## src/rtl/vxi_pkg.sv

```systemverilog
`timescale 1ns/1ps
package vxi_pkg;

    // Element width codes
    typedef enum logic [1:0] {
        SEW8  = 2'b00,
        SEW16 = 2'b01,
        SEW32 = 2'b10,
        SEW64 = 2'b11
    } sew_e;

    localparam int SEW_CNT = 4;

    // Per-element outcome
    typedef enum logic [1:0] {
        ACT_KEEP  = 2'b00,
        ACT_FILL  = 2'b01,
        ACT_WRITE = 2'b10
    } elem_act_e;

    // Policy and masking controls
    typedef struct packed {
        logic vm_n;
        logic ta;
        logic ma;
    } pol_t;

    function automatic logic [63:0] sext5(input logic [4:0] v);
        return {{59{v[4]}}, v};
    endfunction

endpackage

```

## src/rtl/vxi_elem_ctrl.sv

```systemverilog
`timescale 1ns/1ps
module vxi_elem_ctrl
    import vxi_pkg::*;
#(
    parameter int VLW = 5,
    parameter int IDX = 0
) (
    input  logic [VLW-1:0] vl,
    input  logic [VLW-1:0] vstart,
    input  pol_t           pol,
    input  logic           mbit,
    output elem_act_e      act
);
    localparam logic [VLW-1:0] IDX_V = VLW'(IDX);

    // Prefix beats tail, tail beats mask.
    always_comb begin
        if (IDX_V < vstart)
            act = ACT_KEEP;
        else if (IDX_V >= vl)
            act = pol.ta ? ACT_FILL : ACT_KEEP;
        else if (!pol.vm_n && !mbit)
            act = pol.ma ? ACT_FILL : ACT_KEEP;
        else
            act = ACT_WRITE;
    end
endmodule

```

## src/rtl/vxi_elem_dp.sv

```systemverilog
`timescale 1ns/1ps
module vxi_elem_dp
    import vxi_pkg::*;
#(
    parameter int EW = 8
) (
    input  logic [EW-1:0] src,
    input  logic [EW-1:0] old,
    input  logic [4:0]    imm,
    input  elem_act_e     act,
    output logic [EW-1:0] res
);
    logic [63:0]   wide;
    logic [EW-1:0] ext;

    assign wide = sext5(imm);
    assign ext  = wide[EW-1:0];

    always_comb begin
        unique case (act)
            ACT_WRITE: res = src ^ ext;
            ACT_FILL:  res = '1;
            default:   res = old;
        endcase
    end
endmodule

```

## src/rtl/vxi_sew_lane.sv

```systemverilog
`timescale 1ns/1ps
module vxi_sew_lane
    import vxi_pkg::*;
#(
    parameter int VLEN = 128,
    parameter int EW   = 8,
    parameter int VLW  = 5,
    localparam int NE  = VLEN / EW
) (
    input  logic [VLW-1:0]  vl,
    input  logic [VLW-1:0]  vstart,
    input  pol_t            pol,
    input  logic [4:0]      imm,
    input  logic [VLEN-1:0] vs2,
    input  logic [VLEN-1:0] vd_old,
    input  logic [NE-1:0]   v0,
    output logic [VLEN-1:0] res
);
    for (genvar i = 0; i < NE; i++) begin : g_el
        elem_act_e act;

        vxi_elem_ctrl #(.VLW(VLW), .IDX(i)) u_ctrl (
            .vl     (vl),
            .vstart (vstart),
            .pol    (pol),
            .mbit   (v0[i]),
            .act    (act)
        );

        vxi_elem_dp #(.EW(EW)) u_dp (
            .src (vs2[i*EW +: EW]),
            .old (vd_old[i*EW +: EW]),
            .imm (imm),
            .act (act),
            .res (res[i*EW +: EW])
        );
    end
endmodule

```

## src/rtl/vxi_unit.sv

```systemverilog
`timescale 1ns/1ps
module vxi_unit
    import vxi_pkg::*;
#(
    parameter int VLEN  = 128,
    localparam int MASKW = VLEN / 8,
    localparam int VLW   = $clog2(MASKW + 1)
) (
    input  logic             clk,
    input  logic             rst,
    input  logic             start,
    input  logic [1:0]       sew,
    input  logic [VLW-1:0]   vl,
    input  logic [VLW-1:0]   vstart,
    input  logic             vm_n,
    input  logic [4:0]       imm,
    input  logic             ta,
    input  logic             ma,
    input  logic [VLEN-1:0]  vs2,
    input  logic [VLEN-1:0]  vd_old,
    input  logic [MASKW-1:0] v0,
    output logic [VLEN-1:0]  vd_new,
    output logic             valid
);
    pol_t            pol;
    logic [VLEN-1:0] lane_res [SEW_CNT];
    logic [VLEN-1:0] sel;

    assign pol = '{vm_n: vm_n, ta: ta, ma: ma};

    // One lane per element width
    for (genvar g = 0; g < SEW_CNT; g++) begin : g_lane
        localparam int LEW = 8 << g;
        localparam int LNE = VLEN / LEW;

        vxi_sew_lane #(.VLEN(VLEN), .EW(LEW), .VLW(VLW)) u_lane (
            .vl     (vl),
            .vstart (vstart),
            .pol    (pol),
            .imm    (imm),
            .vs2    (vs2),
            .vd_old (vd_old),
            .v0     (v0[LNE-1:0]),
            .res    (lane_res[g])
        );
    end

    always_comb begin
        unique case (sew_e'(sew))
            SEW8:    sel = lane_res[0];
            SEW16:   sel = lane_res[1];
            SEW32:   sel = lane_res[2];
            default: sel = lane_res[3];
        endcase
    end

    always_ff @(posedge clk) begin
        if (rst) begin
            valid  <= 1'b0;
            vd_new <= '0;
        end else begin
            valid <= start;
            if (start)
                vd_new <= sel;
        end
    end

    p_valid_after_start_r8: assert property (@(posedge clk) disable iff (rst)
        start |=> valid);

    p_valid_only_after_start_r8: assert property (@(posedge clk) disable iff (rst)
        !start |=> !valid);

    p_prefix_kept_r4: assert property (@(posedge clk) disable iff (rst)
        (valid && $past(vstart) != '0) |-> vd_new[7:0] == $past(vd_old[7:0]));

    p_tail_undisturbed_r7: assert property (@(posedge clk) disable iff (rst)
        (valid && $past(vl) == '0 && $past(vstart) == '0 && !$past(ta))
        |-> vd_new == $past(vd_old));

    p_tail_agnostic_r7: assert property (@(posedge clk) disable iff (rst)
        (valid && $past(vl) == '0 && $past(vstart) == '0 && $past(ta))
        |-> vd_new == '1);

    p_invert_r3: assert property (@(posedge clk) disable iff (rst)
        (valid && $past(imm) == 5'h1f && $past(vm_n) && $past(vstart) == '0
         && $past(vl) == VLW'(MASKW) && $past(sew) == 2'b00)
        |-> vd_new == ~$past(vs2));
endmodule

```

## config.mk

```make
export PLATFORM = sky130hd
export DESIGN_NAME = vxi_unit
export DESIGN_NICKNAME = d
export VERILOG_FILES = /design/src/rtl/vxi_pkg.sv /design/src/rtl/vxi_elem_ctrl.sv /design/src/rtl/vxi_elem_dp.sv /design/src/rtl/vxi_sew_lane.sv /design/src/rtl/vxi_unit.sv
export SDC_FILE = /design/constraint.sdc
export NUM_CORES = 1
export LEC_CHECK = 0
export BUFFER_PORTS_ARGS = -buffer_cell sky130_fd_sc_hd__buf_2
export CAP_MARGIN = 20
export CORE_MARGIN = 1.5
export CORE_UTILIZATION = 45
export CTS_CLUSTER_SIZE = 16
export DETAILED_ROUTE_END_ITERATION = 10
export PLACE_DENSITY = 0.68
export REMOVE_ABC_BUFFERS = 1
export SLEW_MARGIN = 25
export SYNTH_ARGS = -nofsm -noshare
export SYNTH_HDL_FRONTEND = slang
export SYNTH_HIERARCHICAL = 1
export SYNTH_SLANG_ARGS = --single-unit
```

## constraint.sdc

```tcl
create_clock -name clk -period 6.3 [get_ports clk]
set_input_delay 1.26 -clock clk [delete_from_list [all_inputs] [get_ports clk]]
set_output_delay 1.26 -clock clk [all_outputs]
set_load 0.05 [all_outputs]
```

After elaboration in Yosys (flattened, before gate mapping)
Index checks and enable logic that the tools add are counted.
Word-level totals
  register bits after elaboration: 129
  output and inout bits: 129
Cells by class
  reduce and logical (&&, ||, !) cells: 34
  order comparisons: 32
  eq/ne operators: 34
  multiplexer cells: 81
  bitwise operators: 30
Operator list (number)
  $pmux 128 s3: 1
  $pmux 16 s2: 8
  $pmux 32 s2: 4
  $pmux 64 s2: 2
  $pmux 8 s2: 16
  $xor 16x16->16: 8
  $xor 32x32->32: 4
  $xor 64x64->64: 2
  $xor 8x8->8: 16
  $mux 2: 48
  $ge 4x5->1 const A: 8
  $lt 4x5->1 const A: 8
  $eq 2x1->1 const B: 17
  $eq 2x2->1 const B: 17
  $ge 3x5->1 const A: 4
  $lt 3x5->1 const A: 4
  $logic_not 1->1: 17
  $logic_and 1x1->1: 16
  $ge 1x5->1 const A: 2
  $ge 2x5->1 const A: 2
  $lt 1x5->1 const A: 2
  $lt 2x5->1 const A: 2
  $logic_not 2->1: 1
  $mux 1: 2

Longest topological paths before layout
  depth after elaboration: 8
  depth in mapped cells: 12
  gate-level depth less buffers: 9

By module
The synthesis kept the hierarchy.
By module, submodules not included
  vxi_unit: area an instance 8506.9 um^2, instances 1, cells an instance 729
  vxi_elem_dp at g_lane[0].u_lane.g_el[0].u_dp ...: area an instance 230.2 um^2, instances 16, cells an instance 25
  vxi_elem_dp at g_lane[1].u_lane.g_el[0].u_dp ...: area an instance 415.4 um^2, instances 8, cells an instance 45
  vxi_elem_dp at g_lane[2].u_lane.g_el[0].u_dp ...: area an instance 774.5 um^2, instances 4, cells an instance 84
  vxi_elem_dp at g_lane[3].u_lane.g_el[0].u_dp ...: area an instance 1473.9 um^2, instances 2, cells an instance 162
  vxi_elem_ctrl at g_lane[0].u_lane.g_el[14].u_ctrl ...: area an instance 53.8 um^2, instances 5, cells an instance 7
  vxi_elem_ctrl at g_lane[0].u_lane.g_el[0].u_ctrl ...: area an instance 65.1 um^2, instances 4, cells an instance 11
  vxi_elem_ctrl at g_lane[0].u_lane.g_el[2].u_ctrl ...: area an instance 63.8 um^2, instances 3, cells an instance 7
  vxi_elem_ctrl at g_lane[0].u_lane.g_el[13].u_ctrl ...: area an instance 46.3 um^2, instances 4, cells an instance 7
  vxi_elem_ctrl at g_lane[0].u_lane.g_el[4].u_ctrl ...: area an instance 61.3 um^2, instances 2, cells an instance 11
  vxi_elem_ctrl at g_lane[0].u_lane.g_el[6].u_ctrl ...: area an instance 55.1 um^2, instances 2, cells an instance 7
  vxi_elem_ctrl at g_lane[0].u_lane.g_el[5].u_ctrl ...: area an instance 51.3 um^2, instances 2, cells an instance 7
  vxi_elem_ctrl at g_lane[0].u_lane.g_el[12].u_ctrl: area an instance 87.6 um^2, instances 1, cells an instance 9
  vxi_elem_ctrl at g_lane[0].u_lane.g_el[8].u_ctrl: area an instance 76.3 um^2, instances 1, cells an instance 9
  5 more rows

Least setup slack after synthesis
OpenSTA, ideal clock, no wires.
  path kind: input to register
  from: input vstart[4]
  to: register vd_new[46]
  buffers on the path: 3
  setup slack: 2932 ps
  cell stages on the path: 11
  arrival: 3239 ps
  path through: or4_4 -> a21oi_1 -> inv_1 -> ha_1 -> buf_4 -> nor2b_2 -> buf_6 -> buf_2 -> a221o_1 -> mux2i_1 -> o221ai_2
RTL lines
  from (decl): line vxi_unit.sv:14  | input logic [VLW-1:0] vstart,
  to (signal assigned): line vxi_unit.sv:64  | vd_new <= sel;
  to (decl): line vxi_unit.sv:22  | output logic [VLEN-1:0] vd_new,

==> flow_summary_export.csv <==
group,metric,value,unit
floorplanning,start_util,45.4,%
timing,finalHoldViolations,0,
floorplanning,dieHeight,230,µm
logic_synthesis,synth_area,23200,µm²
route,dr.pass1.iters,6,
clock_tree,cts.sinks,129,
final_layout,fillerInstances,4766,
timing,clock.fmax,0.223,GHz
pwr,power_switching,1.54,mW
logic_synthesis,synthFlopType,"dfxtp_1",
route,avgRoutedWirePerCell,25.3,µm
clock_tree,htreeDepth,4,
floorplanning,die_area,53000,µm²
route,wl,83.3,mm
clock_tree,cts_tree,"done",
timing,drv_slew,0,
logic_synthesis,synth-warning-count,6,
placement,dpl.hpwl,50.5,mm
clock_tree,clockBufferDepth,2,
grt,grt_use_total,29.8,%
route,vias_per_cell,6.69,
grt,grt_pass1_wl,125,mm
pwr,power.leakage,10.5,nW
grt,antenna_found_initial,27,
logic_synthesis,synth.distinct_cells,59,
clock_tree,hold_buffers,0,
pwr,seqPwrFrac,23.8,%
worst_setup_path,path_class,"input port to flip-flop",
timing,timing.hold.ws,611,ps
logic_synthesis,synth-edff-count,0,
floorplanning,chipWidth,230,µm
pwr,swShare,39.6,%
timing,finalSetupViolCount,0,
clock_tree,clock-root-buffer,"clkbuf_16",
timing,fin_skew,0,ps
floorplanning,ios,424,
route,drtIter0Drc,1924,
placement,placed_cells_incl_taps,3239,
timing,timing.final.crit_share,71.0,%
clock_tree,clkLatencyLatePin,510,ps
logic_synthesis,syn_area_per_cell,9.73,µm²
pwr,power.total,3.88,mW
timing,relSlewSlack,29.5,%
timing,worstMarginPinSlew,1060,ps
grt,grt_pass1_vias,21358,
placement,routabilityCongestion,0.824,
pwr,pwr-share-comb,44.3,%
worst_setup_path,startpoint_type,"input port",
worst_setup_path,endpoint_kind,"flip-flop",
timing,rsz0062_at_grt,"false",
clock_tree,ctsResizeCount,0,
logic_synthesis,async_flop_share,0,%
pwr,p_per_area,154,nW/µm²
logic_synthesis,synth-seq-area-share,11.1,%
route,post-route-drc-count,0,
floorplanning,core-area,51200,µm²
logic_synthesis,synth_commonest_cells,"512 x a221o_1, 512 x xor2_1, 257 x mux2i_1",
worst_setup_path,worstPathArrival,4900,ps
final_layout,stdcell_count,3298,
final_layout,drive_gt1_share,31.6,%
timing,post-route-min-period,4480,ps
floorplanning,fp-row-count,83,
status,outcome,"completed",
run,maxCapViolations,0,
route,vias,22055,
logic_synthesis,synthCells,2387,
logic_synthesis,synth_top_cell_area_share,22.1,%
logic_synthesis,synth_top_area_cell,"a221o_1",
hold_path,hold_path.class,"flip-flop to flip-flop",
placement,io_buffers,423,
worst_setup_path,worstPathRequired,6720,ps
worst_setup_path,crit_path_max_fanout,26,
pwr,ir_drop,214,µV
route,drtAntennaViolNets,0,
logic_synthesis,synthTopCellsByArea,"a221o_1 22%, xor2_1 19%, dfxtp_1 11%, mux2i_1 11%, o221ai_2 6.5%",
clock_tree,cts_setup_buffers,0,
grt,grt_overflow,0,
logic_synthesis,synth_seq_cells,129,
final_layout,multi_input_area,18000,µm²
final_layout,area.growth.synth_to_final,8.23,%
clock_tree,cts_buffers,17,
grt,grt_max_degree,113,
final_layout,num-nets-final,2934,
pwr,internal_power,2.34,mW
pwr,power.share.clock,31.9,%
clock_tree,path_clk_slew,60,ps
final_layout,seq_area,2580,µm²
-- critical path, stage by stage --
cell,delay (ps)
buf_2,480
buf_4,350
nor2_1,100
a2111o_1,410
a21oi_1,240
inv_1,70
ha_1,610
nor2b_2,810
a221o_1,270
mux2i_1,100
o221ai_2,190
-- metrics by stage --
step	TNS, ps	util (%)	instance area, µm²	setup WS (ps)
global placement	0	47.6	24400	1400
global route	0	49.1	25100	1620
floorplan	-18730	-	20800	-158
finish	0	49.1	25100	1820
detailed placement	0	47.6	24400	1320
CTS	0	48.9	25100	1860
-- registers in the layout (all words and copies together), names as in the netlist --
signal	count
vd_new	128
valid	1
-- routing by layer --
layer	share of wire (%)	global-route usage [%]
met1	42	38.5
met2	46	47.8
met3	8.7	6.11
met4	2.7	12.6
met5	0.14	0
-- area by class of cell --
class	instances	share of cell area [%]
Antenna cell	26	0.259
Clock buffer	24	2.07
Clock inverter	8	0.677
Inverter	71	1.06
Multi-Input combinational cell	1886	71.7
Sequential cell	129	10.3
Tap cell	680	3.38
Timing Repair Buffer	474	10.6
-- path summary, 6_finish.rpt --
| kind | slack [ps] | startpoint | depth (start not counted) | end |
|---|---|---|---|---|
| max | 1820 | vl[4] | 11 | vd_new[73] |
| min | 610 | vd_new[68] | 2 | vd_new[68] |
| max reg2reg | 5270 | vd_new[105] | 2 | vd_new[105] |
| min reg2reg | 610 | vd_new[68] | 2 | vd_new[68] |
-- cells by family (layout without fill, tap and decap cells) --
kind of cell	Yosys count	count (layout)	share of synthesized area, %
buffers and inverters	372	577	11.5
adders and majority gates	60	60	3.23
AOI/OAI and AO/OA	718	718	32.5
other	0	26	0
and+or+nand+nor	339	339	11.3
xor gates and xnor gates	512	512	19.3
muxes	257	257	11.1
DFF	129	129	11.1
-- power by group through the flow --
stage	combinational, mW	clock, mW	sequential, mW
3_3_place_gp	1.64	0	0.936
5_1_grt	1.82	1.28	0.927
4_1_cts	1.70	1.26	0.921
6_report	1.72	1.24	0.923
3_5_place_dp	1.69	0	0.937
2_1_floorplan	0.849	0	1.16
-- placed cells by master (no fill, tap or decap), types with 11 or more instances in the layout --
master     count
a21oi_1       26
a221o_1      512
buf_2        419
buf_4         42
clkbuf_16     17
dfxtp_1      129
diode_2       26
ha_1          58
inv_1         71
mux2i_1      257
nand2_1       26
nand3b_1      22
nor2_1        37
nor2b_1       25
nor2b_2       16
nor2b_4       20
nor3_1        12
nor3_2        11
o221ai_1      28
o221ai_2     100
or3b_2       128
xor2_1       512
No activity file was read; power rests on OpenSTA's default activity.
